$ cat src/rtl/sec_code_guard_pkg.sv
package sec_code_guard_pkg;
  // Strobes from control to datapath
  typedef struct packed {
    logic clrCmp;   // abandon/restart the comparison
    logic takeBit;  // compare the current serial bit
    logic judge;    // decision cycle; comparison state is cleared after it
  } cmpStrobe_t;
endpackage

$ cat src/rtl/scg_datapath.sv
module scg_datapath
  import sec_code_guard_pkg::*;
#(
  parameter int CODE_W = 16
) (
  input  logic              clk,
  input  logic              rstN,
  input  cmpStrobe_t        strb,
  input  logic              cmpBit,
  input  logic [CODE_W-1:0] storedCode,
  output logic              codeMatch
);
  localparam int IDX_W = $clog2(CODE_W + 2);
  localparam int SEL_W = (CODE_W > 1) ? $clog2(CODE_W) : 1;
  localparam logic [IDX_W-1:0] FULL = IDX_W'(CODE_W);
  localparam logic [IDX_W-1:0] OVER = IDX_W'(CODE_W + 1);

  logic [IDX_W-1:0] bitIdx;
  logic             mismatch;
  logic             expBit;

  // Stored bit expected at the current position (only used while bitIdx < FULL)
  assign expBit = storedCode[bitIdx[SEL_W-1:0]];

  always_ff @(posedge clk or negedge rstN) begin
    if (!rstN) begin
      bitIdx   <= '0;
      mismatch <= 1'b0;
    end else if (strb.clrCmp || strb.judge) begin
      bitIdx   <= '0;
      mismatch <= 1'b0;
    end else if (strb.takeBit) begin
      if (bitIdx >= FULL) mismatch <= 1'b1;        // too many bits
      else if (cmpBit != expBit) mismatch <= 1'b1;
      if (bitIdx != OVER) bitIdx <= bitIdx + 1'b1;  // saturate past the end
    end
  end

  assign codeMatch = !mismatch && (bitIdx == FULL);
endmodule

$ cat src/rtl/scg_control.sv
module scg_control
  import sec_code_guard_pkg::*;
#(
  parameter int MAX_FAILS = 4,
  parameter int CNT_W     = $clog2(MAX_FAILS + 1)
) (
  input  logic             clk,
  input  logic             rstN,
  input  logic             pwrFail,
  input  logic             cmpStart,
  input  logic             cmpValid,
  input  logic             cmpEnd,
  input  logic             codeMatch,
  output cmpStrobe_t       strb,
  output logic             sessionOk,
  output logic             locked,
  output logic [CNT_W-1:0] attemptCnt
);
  localparam logic [CNT_W-1:0] CNT_MAX = CNT_W'(MAX_FAILS);

  logic judge;
  logic grant;

  assign judge = cmpEnd && !pwrFail;
  assign grant = judge && codeMatch && !locked;

  always_comb begin
    strb.clrCmp  = cmpStart || pwrFail;
    strb.judge   = judge;
    strb.takeBit = cmpValid && !cmpStart && !cmpEnd && !pwrFail;
  end

  assign locked = (attemptCnt == CNT_MAX);

  always_ff @(posedge clk or negedge rstN) begin
    if (!rstN) begin
      sessionOk <= 1'b0;
    end else if (pwrFail) begin
      sessionOk <= 1'b0;
    end else if (judge) begin
      sessionOk <= grant;
    end
  end

  always_ff @(posedge clk or negedge rstN) begin
    if (!rstN) begin
      attemptCnt <= '0;
    end else if (judge && !locked) begin
      if (codeMatch) attemptCnt <= '0;
      else           attemptCnt <= attemptCnt + 1'b1;
    end
  end
endmodule

$ cat src/rtl/sec_code_guard.sv
module sec_code_guard
  import sec_code_guard_pkg::*;
#(
  parameter int CODE_W    = 16,
  parameter int MAX_FAILS = 4,
  parameter int CNT_W     = $clog2(MAX_FAILS + 1)
) (
  input  logic              clk,
  input  logic              rstN,
  input  logic              pwrFail,
  input  logic              cmpStart,
  input  logic              cmpValid,
  input  logic              cmpBit,
  input  logic              cmpEnd,
  input  logic [CODE_W-1:0] storedCode,
  input  logic              fuse2Blown,
  input  logic              padHigh,
  output logic              sessionOk,
  output logic              locked,
  output logic [CNT_W-1:0]  attemptCnt,
  output logic              persoMode
);
  cmpStrobe_t strb;
  logic       codeMatch;

  scg_control #(.MAX_FAILS(MAX_FAILS), .CNT_W(CNT_W)) u_ctrl (
    .clk(clk), .rstN(rstN), .pwrFail(pwrFail),
    .cmpStart(cmpStart), .cmpValid(cmpValid), .cmpEnd(cmpEnd),
    .codeMatch(codeMatch), .strb(strb),
    .sessionOk(sessionOk), .locked(locked), .attemptCnt(attemptCnt)
  );

  scg_datapath #(.CODE_W(CODE_W)) u_dp (
    .clk(clk), .rstN(rstN), .strb(strb), .cmpBit(cmpBit),
    .storedCode(storedCode), .codeMatch(codeMatch)
  );

  // Personalization rules only with the pad powered and the fuse intact
  assign persoMode = padHigh && !fuse2Blown;
endmodule

$ cat config.mk
export PLATFORM = sky130hd
export DESIGN_NAME = sec_code_guard
export DESIGN_NICKNAME = d
export VERILOG_FILES = /design/src/rtl/sec_code_guard_pkg.sv /design/src/rtl/scg_datapath.sv /design/src/rtl/scg_control.sv /design/src/rtl/sec_code_guard.sv
export SDC_FILE = /design/constraint.sdc
export NUM_CORES = 1
export LEC_CHECK = 0
export BUFFER_PORTS_ARGS = -buffer_cell sky130_fd_sc_hd__buf_2
export CORE_ASPECT_RATIO = 0.9
export CORE_MARGIN = 3
export CORE_UTILIZATION = 35
export DETAILED_ROUTE_END_ITERATION = 12
export PLACE_DENSITY_LB_ADDON = 0.05
export SETUP_SLACK_MARGIN = 0.4
export SYNTH_ARGS = -nofsm -noshare
export SYNTH_HDL_FRONTEND = slang
export SYNTH_HIERARCHICAL = 1
export SYNTH_SLANG_ARGS = --single-unit
$ cat constraint.sdc
create_clock -name clk -period 2.95 [get_ports clk]
set_input_delay 0.59 -clock clk [delete_from_list [all_inputs] [get_ports clk]]
set_output_delay 0.59 -clock clk [all_outputs]
set_load 0.01 [all_outputs]
==> results.md, run 1 <==
- GPL Wtd Cong: just under 0.7
- Remaining DRCs: 0
- First drt pass iteration count: 4
- Final #Nets: about 130
- Chip Height: 50.5 µm
- Ys Warns: 6
- Fill cell count: 200
- Clock Skew: 0.000432 ns
- Sink Count: 10
- Total routed wirelength: between 1500 and 2000 µm
- Multi-input gate area: between 400 and 500 µm²
- Post-synth ARST share: 1.00
- Slew margin rel.: 0.581
- Crit path max fanout: 8
- Crit path kind: reg -> reg
- Worst vdd ir: 0.330 mV
- CP cell instances: or3b_2, nor4_1, nor2_1, mux2_4
- Longest Clk Path Bufs: 2
- Post-DP HPWL: 1330 µm
- H-tree levels: 1
- Setup Viol. Count Final: 0
- Top-count cell post-synth: dfrtp_1
- Setup crit end kind: flip-flop
- Minimum hold slack: 0.177 ns
- Hold Vio Cnt, Final: 0
- Worst Path Arrival: 2.09 ns
- Final WS setup: 1.01 ns
- Final instance area: approximately 960 µm²
- Worst path slowest cell: or3b_2
- Leak pwr: 0.458 nW
- Post-cts sizing count: 0
- Ratio of final minimum period to clock period: 0.659
- Max Transition Viols Final: 0
- Vias in the first global route: 565
- First-pass GRT wire length: 2520 µm
- Seq/Total Area, Yosys: 0.325
- Seq pwr share: 0.383
- 1st-iter DRT viols: 5
- CTS tree: built
- Int Pwr: 0.317 mW
- Port bufs: 30
- FF-to-FF path depth: 4
- WL per Instance: 12.3 µm
- Placed Area: roughly 920 µm²
- Die X: 55.5 µm
- Top post-synthesis cells by area: dfrtp_1 32%, mux4_1 6.8%, ha_1 6.5%, mux4_2 5.8%, xor2_1 4.5%
- Main synth FF type: dfrtp_1
- Post-synthesis register bit count: 10
- Max-cap violations: 0
- Hold_buf cts: 0
- Core area: 2010 µm²
- Post-synth EDFFs: 0
- Net Sw Frac: 0.315
- Crit-path leading delay family: simple AND/OR/NAND/NOR gates
- Worst reg2reg endpoint: u_ctrl/attemptCnt[0]$_DFFE_PN0P_
- Setup_tns: 0 ns
- Worst-margin pin slew: roughly 0.63 ns
- Reg2reg setup slack: 1.01 ns
- Final std cells w/o fill: 127
- Register Area: 250 µm²
- GRT Residual Overflow: 0
- # diodes: 0
- Share of layout cells above drive strength 1: 0.480
- Syn Inst Count: 72
- Vias/cell: around 4.8
- PD cells: slightly below 500 nW/µm²
- Worst EP required: a little over 3 ns
- Buf/Inv on CP: 0
- Crit-path max cell delay: 0.53 ns
- Root buffer cell: clkbuf_4
- RR Startpoint: u_dp/bitIdx[2]$_DFFE_PN0P_
- RSZ-0062 raised after global routing: false
- Top cell type by total area after synthesis: dfrtp_1
- Largest net degree at the start of global routing: 11
- Tot Pwr: 0.463 mW
- Initial antenna violation count: 0
- Area Overhead vs Synth: 24.7%
- Final worst path period need: 1.94 ns
- Post-synthesis cell type count: 36
- Status: complete, no violations
- Cell count after placement: 123
- P_sw: 0.146 mW
- Num rows: 15
- Worst-Skew Late Latency: 0.26 ns
- DIE AREA: 2800 µm²
- Synth top area share: 0.325
- Initial Util: 0.384
- Syn_nets: 101
- Gate power share: 0.355
- Syn Area/Cell: 10.7 µm²
- Vias: 608
- Setup repair bufs after CTS: 0
- Post-synth top cells: 10 x dfrtp_1, 9 x nor2_1, 5 x inv_1, 4 x ha_1, 4 x xor2_1
- Clock network fraction of total power: 0.262
- Synthesized cell area: about 770 µm²
- Clock transition at the registers of the reported paths: 0.06 ns
- GRT Total Usage: 0.118
- CTS Buf Count: 3
- Final ANT Viol Nets: 0
- Hold WC Path Type: in -> async
- I/O pins: 31
- Setup WS pre-CTS: 0.850 ns
- Fmax: 0.515 GHz
- CP startpoint kind: flip-flop
- Fin util: 0.479
sequential cells by signal, indices dropped and copies added (netlist names):
signal             cells
u_ctrl/attemptCnt      3
u_ctrl/sessionOk       1
u_dp/mismatch          1
u_dp/bitIdx            5
worst max path at each step:
stage	start	to	depth (start not counted)
after floorplan	cmpStart	u_dp/bitIdx[1]$_DFFE_PN0P_	5
after global placement	pwrFail	u_dp/bitIdx[1]$_DFFE_PN0P_	6
after detailed placement	pwrFail	u_dp/bitIdx[1]$_DFFE_PN0P_	6
after CTS	u_dp/bitIdx[2]$_DFFE_PN0P_	u_ctrl/attemptCnt[0]$_DFFE_PN0P_	4
after global routing	u_dp/bitIdx[2]$_DFFE_PN0P_	u_ctrl/attemptCnt[0]$_DFFE_PN0P_	4
final	u_dp/bitIdx[2]$_DFFE_PN0P_	u_ctrl/attemptCnt[0]$_DFFE_PN0P_	4
kinds of logic (layout without fill, tap and decap cells):
| kind of cell | Yosys count | count (layout) | share of synthesized area |
|---|---|---|---|
| DFF | 10 | 10 | 0.325 |
| and+or+nand+nor | 31 | 31 | 0.255 |
| xor gates and xnor gates | 4 | 4 | 0.0454 |
| buffers and inverters | 9 | 39 | 0.0601 |
| adders and majority gates | 4 | 4 | 0.0649 |
| muxes | 8 | 8 | 0.187 |
| AOI/OAI and AO/OA | 6 | 6 | 0.0633 |
placed cells by master (no fill, tap or decap), types with 2 or more instances in the layout:
master	synthesis	routed
nor2_1	9	9
nand3_1	3	3
nand2_2	2	2
buf_2	1	30
nand4_1	2	2
nor2b_4	2	2
mux4_2	2	2
mux2i_1	2	2
xor2_1	4	4
mux4_1	2	2
ha_1	4	4
nor3b_1	2	2
inv_1	5	5
dfrtp_1	10	10
clkbuf_4	0	3
layout make-up:
class                   count  share of cell area
multi-input cells          53               0.493
flip-flops and latches     10               0.260
repair buffers             30               0.156
clock buffers               4              0.0378
well taps                  25              0.0326
inverters                   5              0.0195
metal layers:
metal | share of wire | wire [µm] | GRT usage
met1 | 0.48 | 755 | 0.157
met2 | 0.44 | 688 | 0.169
met3 | 0.078 | 122 | 0.0617
met4 | 0 | 0 | 0.0243
met5 | 0 | 0 | 0
power by group through the flow:
stage          clock network [mW]  registers, mW  logic [mW]
4_1_cts                     0.127          0.178       0.168
6_report                    0.121          0.177       0.164
5_1_grt                     0.136          0.182       0.185
3_5_place_dp                    0          0.181       0.167
3_3_place_gp                    0          0.181       0.167
2_1_floorplan                   0          0.187      0.0975
No activity file was read; power rests on OpenSTA's default activity.
==> inputs of run 2 (changes only) <==
- ABC_AREA: not set -> 1
- clock period: 2.95 -> 1.8 ns (I/O delays scaled with it)
==> run 2 against run 1 <==
Global-route usage up 1.6 points. First-iteration DRC count rose to 2.6 times the previous value. Setup slack worse by 0.64 ns. Clock skew up 0.0046 ns. Hold slack better by 0.21 ns. Combinational power up 140%. Synthesized area up 6.7%. Critical path type unchanged. Wire length up 22%.
==> results.md, run 2 <==
- Final #Nets: 189
- Crit path max fanout: 8
- First-pass GRT wire length: 3130 µm
- Ys Warns: 6
- Multi-input gate area: 529 µm²
- Worst-margin pin slew: 0.288 ns
- Syn_nets: 148
- Max Transition Viols Final: 0
- CTS tree: built
- Crit path kind: reg -> reg
- Gate power share: 0.449
- PD cells: 758 nW/µm²
- Core area: 2200 µm²
- Vias: 825
- Longest Clk Path Bufs: 2
- Share of layout cells above drive strength 1: 0.453
- CP cell instances: ha_4, nand3_2, nand2_4, nor3_4, nand2_1, o21ai_1, a21oi_1
- P_sw: 0.299 mW
- Clock transition at the registers of the reported paths: 0.06 ns
- Vias/cell: roughly 4.4
- Initial Util: 0.373
- Clock Skew: around 0.005 ns
- Top-count cell post-synth: nand2_1
- Hold WC Path Type: in -> reg
- Chip Height: 52.0 µm
- Net Sw Frac: 0.341
- Top post-synthesis cells by area: dfrtp_1 30%, nand2_1 19%, inv_1 6.4%, ha_1 6.1%, nand3_1 6.1%
- Vias in the first global route: roughly 750
- Post-synthesis register bit count: 10
- Main synth FF type: dfrtp_1
- Sink Count: 10
- Root buffer cell: clkbuf_4
- Fill cell count: 222
- Die X: 57.1 µm
- Ratio of final minimum period to clock period: 0.795
- Post-DP HPWL: 1450 µm
- Largest Register: u_dp/bitIdx
- Top cell type by total area after synthesis: dfrtp_1
- GRT Residual Overflow: 0
- Top flop regs: u_dp/bitIdx: 5 flops, u_ctrl/attemptCnt: 3 flops
- Largest net degree at the start of global routing: 12
- CP Depth: 7
- Crit-path max cell delay: 0.50 ns
- CTS Buf Count: 3
- Synthesized cell area: 822 µm²
- Worst vdd ir: 0.661 mV
- Setup Viol. Count Final: 0
- Initial antenna violation count: 0
- CP startpoint kind: flip-flop
- Total routed wirelength: 1910 µm
- Area Overhead vs Synth: 40.6%
- Cell depth of the worst hold path: 4
- H-tree levels: 1
- Worst path slowest cell: dfrtp_2
- Seq pwr share: 0.330
- RSZ-0062 raised after global routing: true
- Most common cell after layout, fill and taps aside: nand2_1
- Num rows: 16
- Slew margin rel.: 0.807
- Syn Area/Cell: about 6.9 µm²
- Register Area: about 250 µm²
- Post-synth ARST share: 1.00
- Final worst path period need: 1.43 ns
- 1st-iter DRT viols: 13
- Buf/Inv on CP: 0
- Post-synth EDFFs: 0
- First drt pass iteration count: 4
- Status: complete, no violations
- Seq/Total Area, Yosys: 0.304
- Syn Inst Count: 119
- WL per Instance: 10.3 µm
- Worst Path Arrival: 1.58 ns
- Post-synth top cells: 42 x nand2_1, 14 x inv_1, 10 x dfrtp_1, 10 x nand3_1, 5 x nor2_1
- # diodes: 0
- Setup crit end kind: flip-flop
- Port bufs: 30
- Crit-path leading delay family: flip-flops
- Hold Vio Cnt, Final: 0
- Max reg flops: 5
- Most frequent cells in the layout: 40 x nand2_1, 29 x buf_2, 11 x inv_1
- Tot Pwr: 0.877 mW
- Worst EP required: approximately 2.0 ns
- DIE AREA: 2970 µm²
- Int Pwr: 0.578 mW
- Remaining DRCs: 0
- FF-to-FF path depth: 7
- Setup_tns: 0 ns
- Synth top area share: 0.304
- Worst-Skew Late Latency: approximately 0.26 ns
- GRT Total Usage: 0.134
- Post-synthesis cell type count: 27
- Fmax: about 0.70 GHz
- Max-cap violations: 0
- Final ANT Viol Nets: 0
- Clock network fraction of total power: 0.221
- GPL Wtd Cong: 0.820
- I/O pins: 31
- Leak pwr: 0.593 nW
[run 2: power by group through the flow]
stage | sequential, mW | clock (mW) | combinational (mW)
after floorplan | 0.310 | 0 | 0.169
after global placement | 0.295 | 0 | 0.276
after detailed placement | 0.299 | 0 | 0.280
after CTS | 0.289 | 0.201 | 0.385
after global routing | 0.294 | 0.219 | 0.455
final | 0.289 | 0.194 | 0.393
[run 2: layer usage]
metal,up-vias,GRT usage,routed length [µm]
met1,351,0.187,964
met3,2,0.0422,108
li1,455,-,-
met5,-,0,0
met4,0,0.0232,12
met2,17,0.205,824
[run 2: worst paths after layout]
check | from | endpoint | slack [ns]
worst min register to register | u_ctrl/sessionOk$_DFFE_PN0P_ | u_ctrl/sessionOk$_DFFE_PN0P_ | 0.48
worst min-delay path | cmpEnd | u_ctrl/sessionOk$_DFFE_PN0P_ | 0.38
max in group asynchronous | rstN | u_dp/bitIdx[2]$_DFFE_PN0P_ | 1.10
min in group asynchronous | rstN | u_dp/bitIdx[4]$_DFFE_PN0P_ | 0.49
worst max-delay path | u_dp/bitIdx[0]$_DFFE_PN0P_ | u_dp/bitIdx[4]$_DFFE_PN0P_ | 0.37
worst max register to register | u_dp/bitIdx[0]$_DFFE_PN0P_ | u_dp/bitIdx[4]$_DFFE_PN0P_ | 0.37
[run 2: logic make-up after synthesis]
group                    Yosys count  synth area share
AO/OA/AOI/OAI                     13             0.102
flip-flops                        10             0.304
AND/OR/NAND/NOR                   72             0.411
adder cells (fa/ha/maj)            4            0.0609
buffers and inverters             20             0.122
[run 2: what timing repair did]
action	in CTS	in global routing
resized for setup	10	14
setup endpoints to repair	7	6
endpoints found under the hold margin	10	0
setup buffers	8	0
hold buffers	1	0
pin swaps	1	4
[run 2: metrics by stage]
step | worst slack, ns | utilization | instances | hold WS [ns] | area [µm²]
6_report | 0.369 | 0.525 | 186 | 0.383 | 1160
5_1_grt | 0.272 | 0.525 | 186 | 0.372 | 1160
4_1_cts | 0.377 | 0.499 | 186 | 0.382 | 1100
3_5_place_dp | 0.180 | 0.441 | 173 | 0.230 | 972
3_3_place_gp | 0.232 | 0.441 | 173 | 0.229 | 972
2_1_floorplan | 0.464 | - | 119 | 0.0644 | 822
[run 2: cell type report]
class                      instances  area share
multi-input combinational         89       0.458
sequential                        10       0.220
timing repair buffer              39       0.202
inverter                          17      0.0595
clock buffer                       4      0.0314
tap                               27      0.0292
[run 2: worst reg2reg max path, stage by stage, from the launching register on]
cell and delay (ns):
dfrtp_2 0.50, ha_4 0.19, nand3_2 0.08, nand2_4 0.08, nor3_4 0.20, nand2_1 0.09, o21ai_1 0.14, a21oi_1 0.05
==> inputs of run 3 (changes only) <==
- clock period: 1.8 -> 1.25 ns (I/O delays scaled with it)
==> run 3 against run 2 <==
Flip-flop and latch count unchanged. Largest cell class unchanged. Sequential power up 47%. The run now ends with negative setup slack left. Final area is 24% higher.
==> results.md, run 3 (synthesis gave the netlist of run 2 again) <==
- Share of layout cells above drive strength 1: 0.591
- Port bufs: 30
- Worst Path Arrival: around 1.6 ns
- Setup crit end kind: flip-flop
- # diodes: 0
- H-tree levels: 1
- RSZ-0062 raised after global routing: true
- Fill cell count: 191
- GRT Residual Overflow: 0
- Max Transition Viols Final: 0
- Post-DP HPWL: 1640 µm
- Initial antenna violation count: 0
- Worst-margin pin slew: 0.249 ns
- Vias/cell: 4.81
- Num rows: 16
- 1st-iter DRT viols: 32
- Most frequent cells in the layout: 38 x nand2_1, 27 x buf_2, 22 x buf_4
- Crit path from: u_dp/bitIdx[0]$_DFFE_PN0P_
- Fmax: 0.675 GHz
- Setup WS pre-CTS: -0.218 ns
- Hold Vio Cnt, Final: 0
- Worst-Skew Late Latency: between 0.2 and 0.3 ns
- Slew margin rel.: 0.834
- Total routed wirelength: 2770 µm
- First-pass GRT wire length: 3990 µm
- Crit path kind: reg -> reg
- Sink Count: 10
- GPL Wtd Cong: 0.774
- Final #Nets: between 200 and 250
- First drt pass iteration count: 4
- Crit path max fanout: 8
- Clock Skew: 0.000927 ns
- Longest Clk Path Bufs: 2
- Tot Pwr: 1.69 mW
- Vias: 1001
- Core area: 2200 µm²
- RR Startpoint: u_dp/bitIdx[0]$_DFFE_PN0P_
- Area Overhead vs Synth: 74.4%
- Root buffer cell: clkbuf_4
- Remaining DRCs: 0
- Most common cell after layout, fill and taps aside: nand2_1
- Leak pwr: 0.733 nW
- Reg2reg setup slack: -0.23 ns
- CP endpoint: u_dp/bitIdx[4]$_DFFE_PN0P_
- Vias in the first global route: 922
- Final worst path period need: 1.48 ns
- I/O pins: 31
- DIE AREA: 2970 µm²
- Clock transition at the registers of the reported paths: 0.07 ns
- Largest net degree at the start of global routing: 11
- Failing checks: negative setup slack
- CP startpoint kind: flip-flop
- Setup_tns: -0.970 ns
- PD cells: 1180 nW/µm²
- CTS tree: built
- Cell count after placement: 186
- Initial Util: 0.373
- Hold WC Path Type: in -> reg
- Final ANT Viol Nets: 0
- Die X: 57.1 µm
- Setup Viol. Count Final: 11
- Max-cap violations: 0
- FF-to-FF path depth: 7
- Worst vdd ir: 1.18 mV
- Top flop regs: u_dp/bitIdx: 5 flops, u_ctrl/attemptCnt: 3 flops
- Worst reg2reg endpoint: u_dp/bitIdx[4]$_DFFE_PN0P_
- Max reg flops: 5
- CTS Buf Count: 3
- Final WS setup: -0.232 ns
- Status: finished with violations
- Final std cells w/o fill: around 210
- Chip Height: 52.0 µm
- GRT Total Usage: 0.175
- Ratio of final minimum period to clock period: 1.19
- Largest Register: u_dp/bitIdx
- WL per Instance: 13.3 µm
- Worst EP required: about 1.4 ns
## run 3: worst max-delay path: stages (launching register included)
cell     delay (ns)
dfrtp_2        0.46
ha_2           0.19
nand3_2        0.08
nand2_4        0.09
nor3_4         0.15
nand2_1        0.11
o21ai_1        0.20
a21oi_1        0.07
## run 3: power breakdown
group	internal [mW]	switching (mW)	leakage, nW
Clock	0.177	0.120	0.0210
Sequential	0.372	0.0537	0.133
Combinational	0.554	0.415	0.579
## run 3: final cells by class
cell class,count,area [µm²],area share
Sequential cell,10,251,0.175
Tap cell,27,33.8,0.0236
Clock buffer,4,36.3,0.0253
Inverter,17,76.3,0.0532
Timing Repair inverter,1,8.76,0.00611
Multi-Input combinational cell,89,582,0.406
Timing Repair Buffer,60,445,0.311
## run 3: per-layer routing
metal / part of all wire / up-vias / wire length [µm] / track usage
met1: 0.45 / 473 / 1260 / 0.225
met3: 0.047 / 4 / 129 / 0.0496
li1: - / 502 / - / -
met4: 0.0061 / 0 / 17 / 0.0656
met5: 0 / - / 0 / 0
met2: 0.49 / 22 / 1370 / 0.279
## run 3: worst min-delay path by stage
stage | from | to | slack [ns] | cells past startpoint
detailed placement | rstN | u_dp/mismatch$_DFFE_PN0P_ | 0.13 | 1
floorplan | rstN | u_ctrl/attemptCnt[0]$_DFFE_PN0P_ | -0.05 | 0
CTS | cmpEnd | u_ctrl/sessionOk$_DFFE_PN0P_ | 0.26 | 4
global placement | rstN | u_dp/mismatch$_DFFE_PN0P_ | 0.12 | 1
global route | cmpEnd | u_ctrl/sessionOk$_DFFE_PN0P_ | 0.29 | 4
finish | cmpEnd | u_ctrl/sessionOk$_DFFE_PN0P_ | 0.26 | 4
## run 3: timing repair
action | in CTS | in global routing
endpoints found under the hold margin | 10 | 0
gates resized for setup | 26 | 18
endpoints found under the setup margin | 15 | 15
pin swaps | 8 | 4
hold buffers | 1 | 0
setup buffers | 11 | 4
gates cloned | 1 | 1
## run 3: through the flow
step	instance area, µm²	util	hold slack [ns]
floorplan	827	-	-0.0456
detailed placement	1090	0.494	0.131
CTS	1330	0.605	0.257
global placement	1090	0.494	0.123
global route	1430	0.651	0.289
finish	1430	0.651	0.258
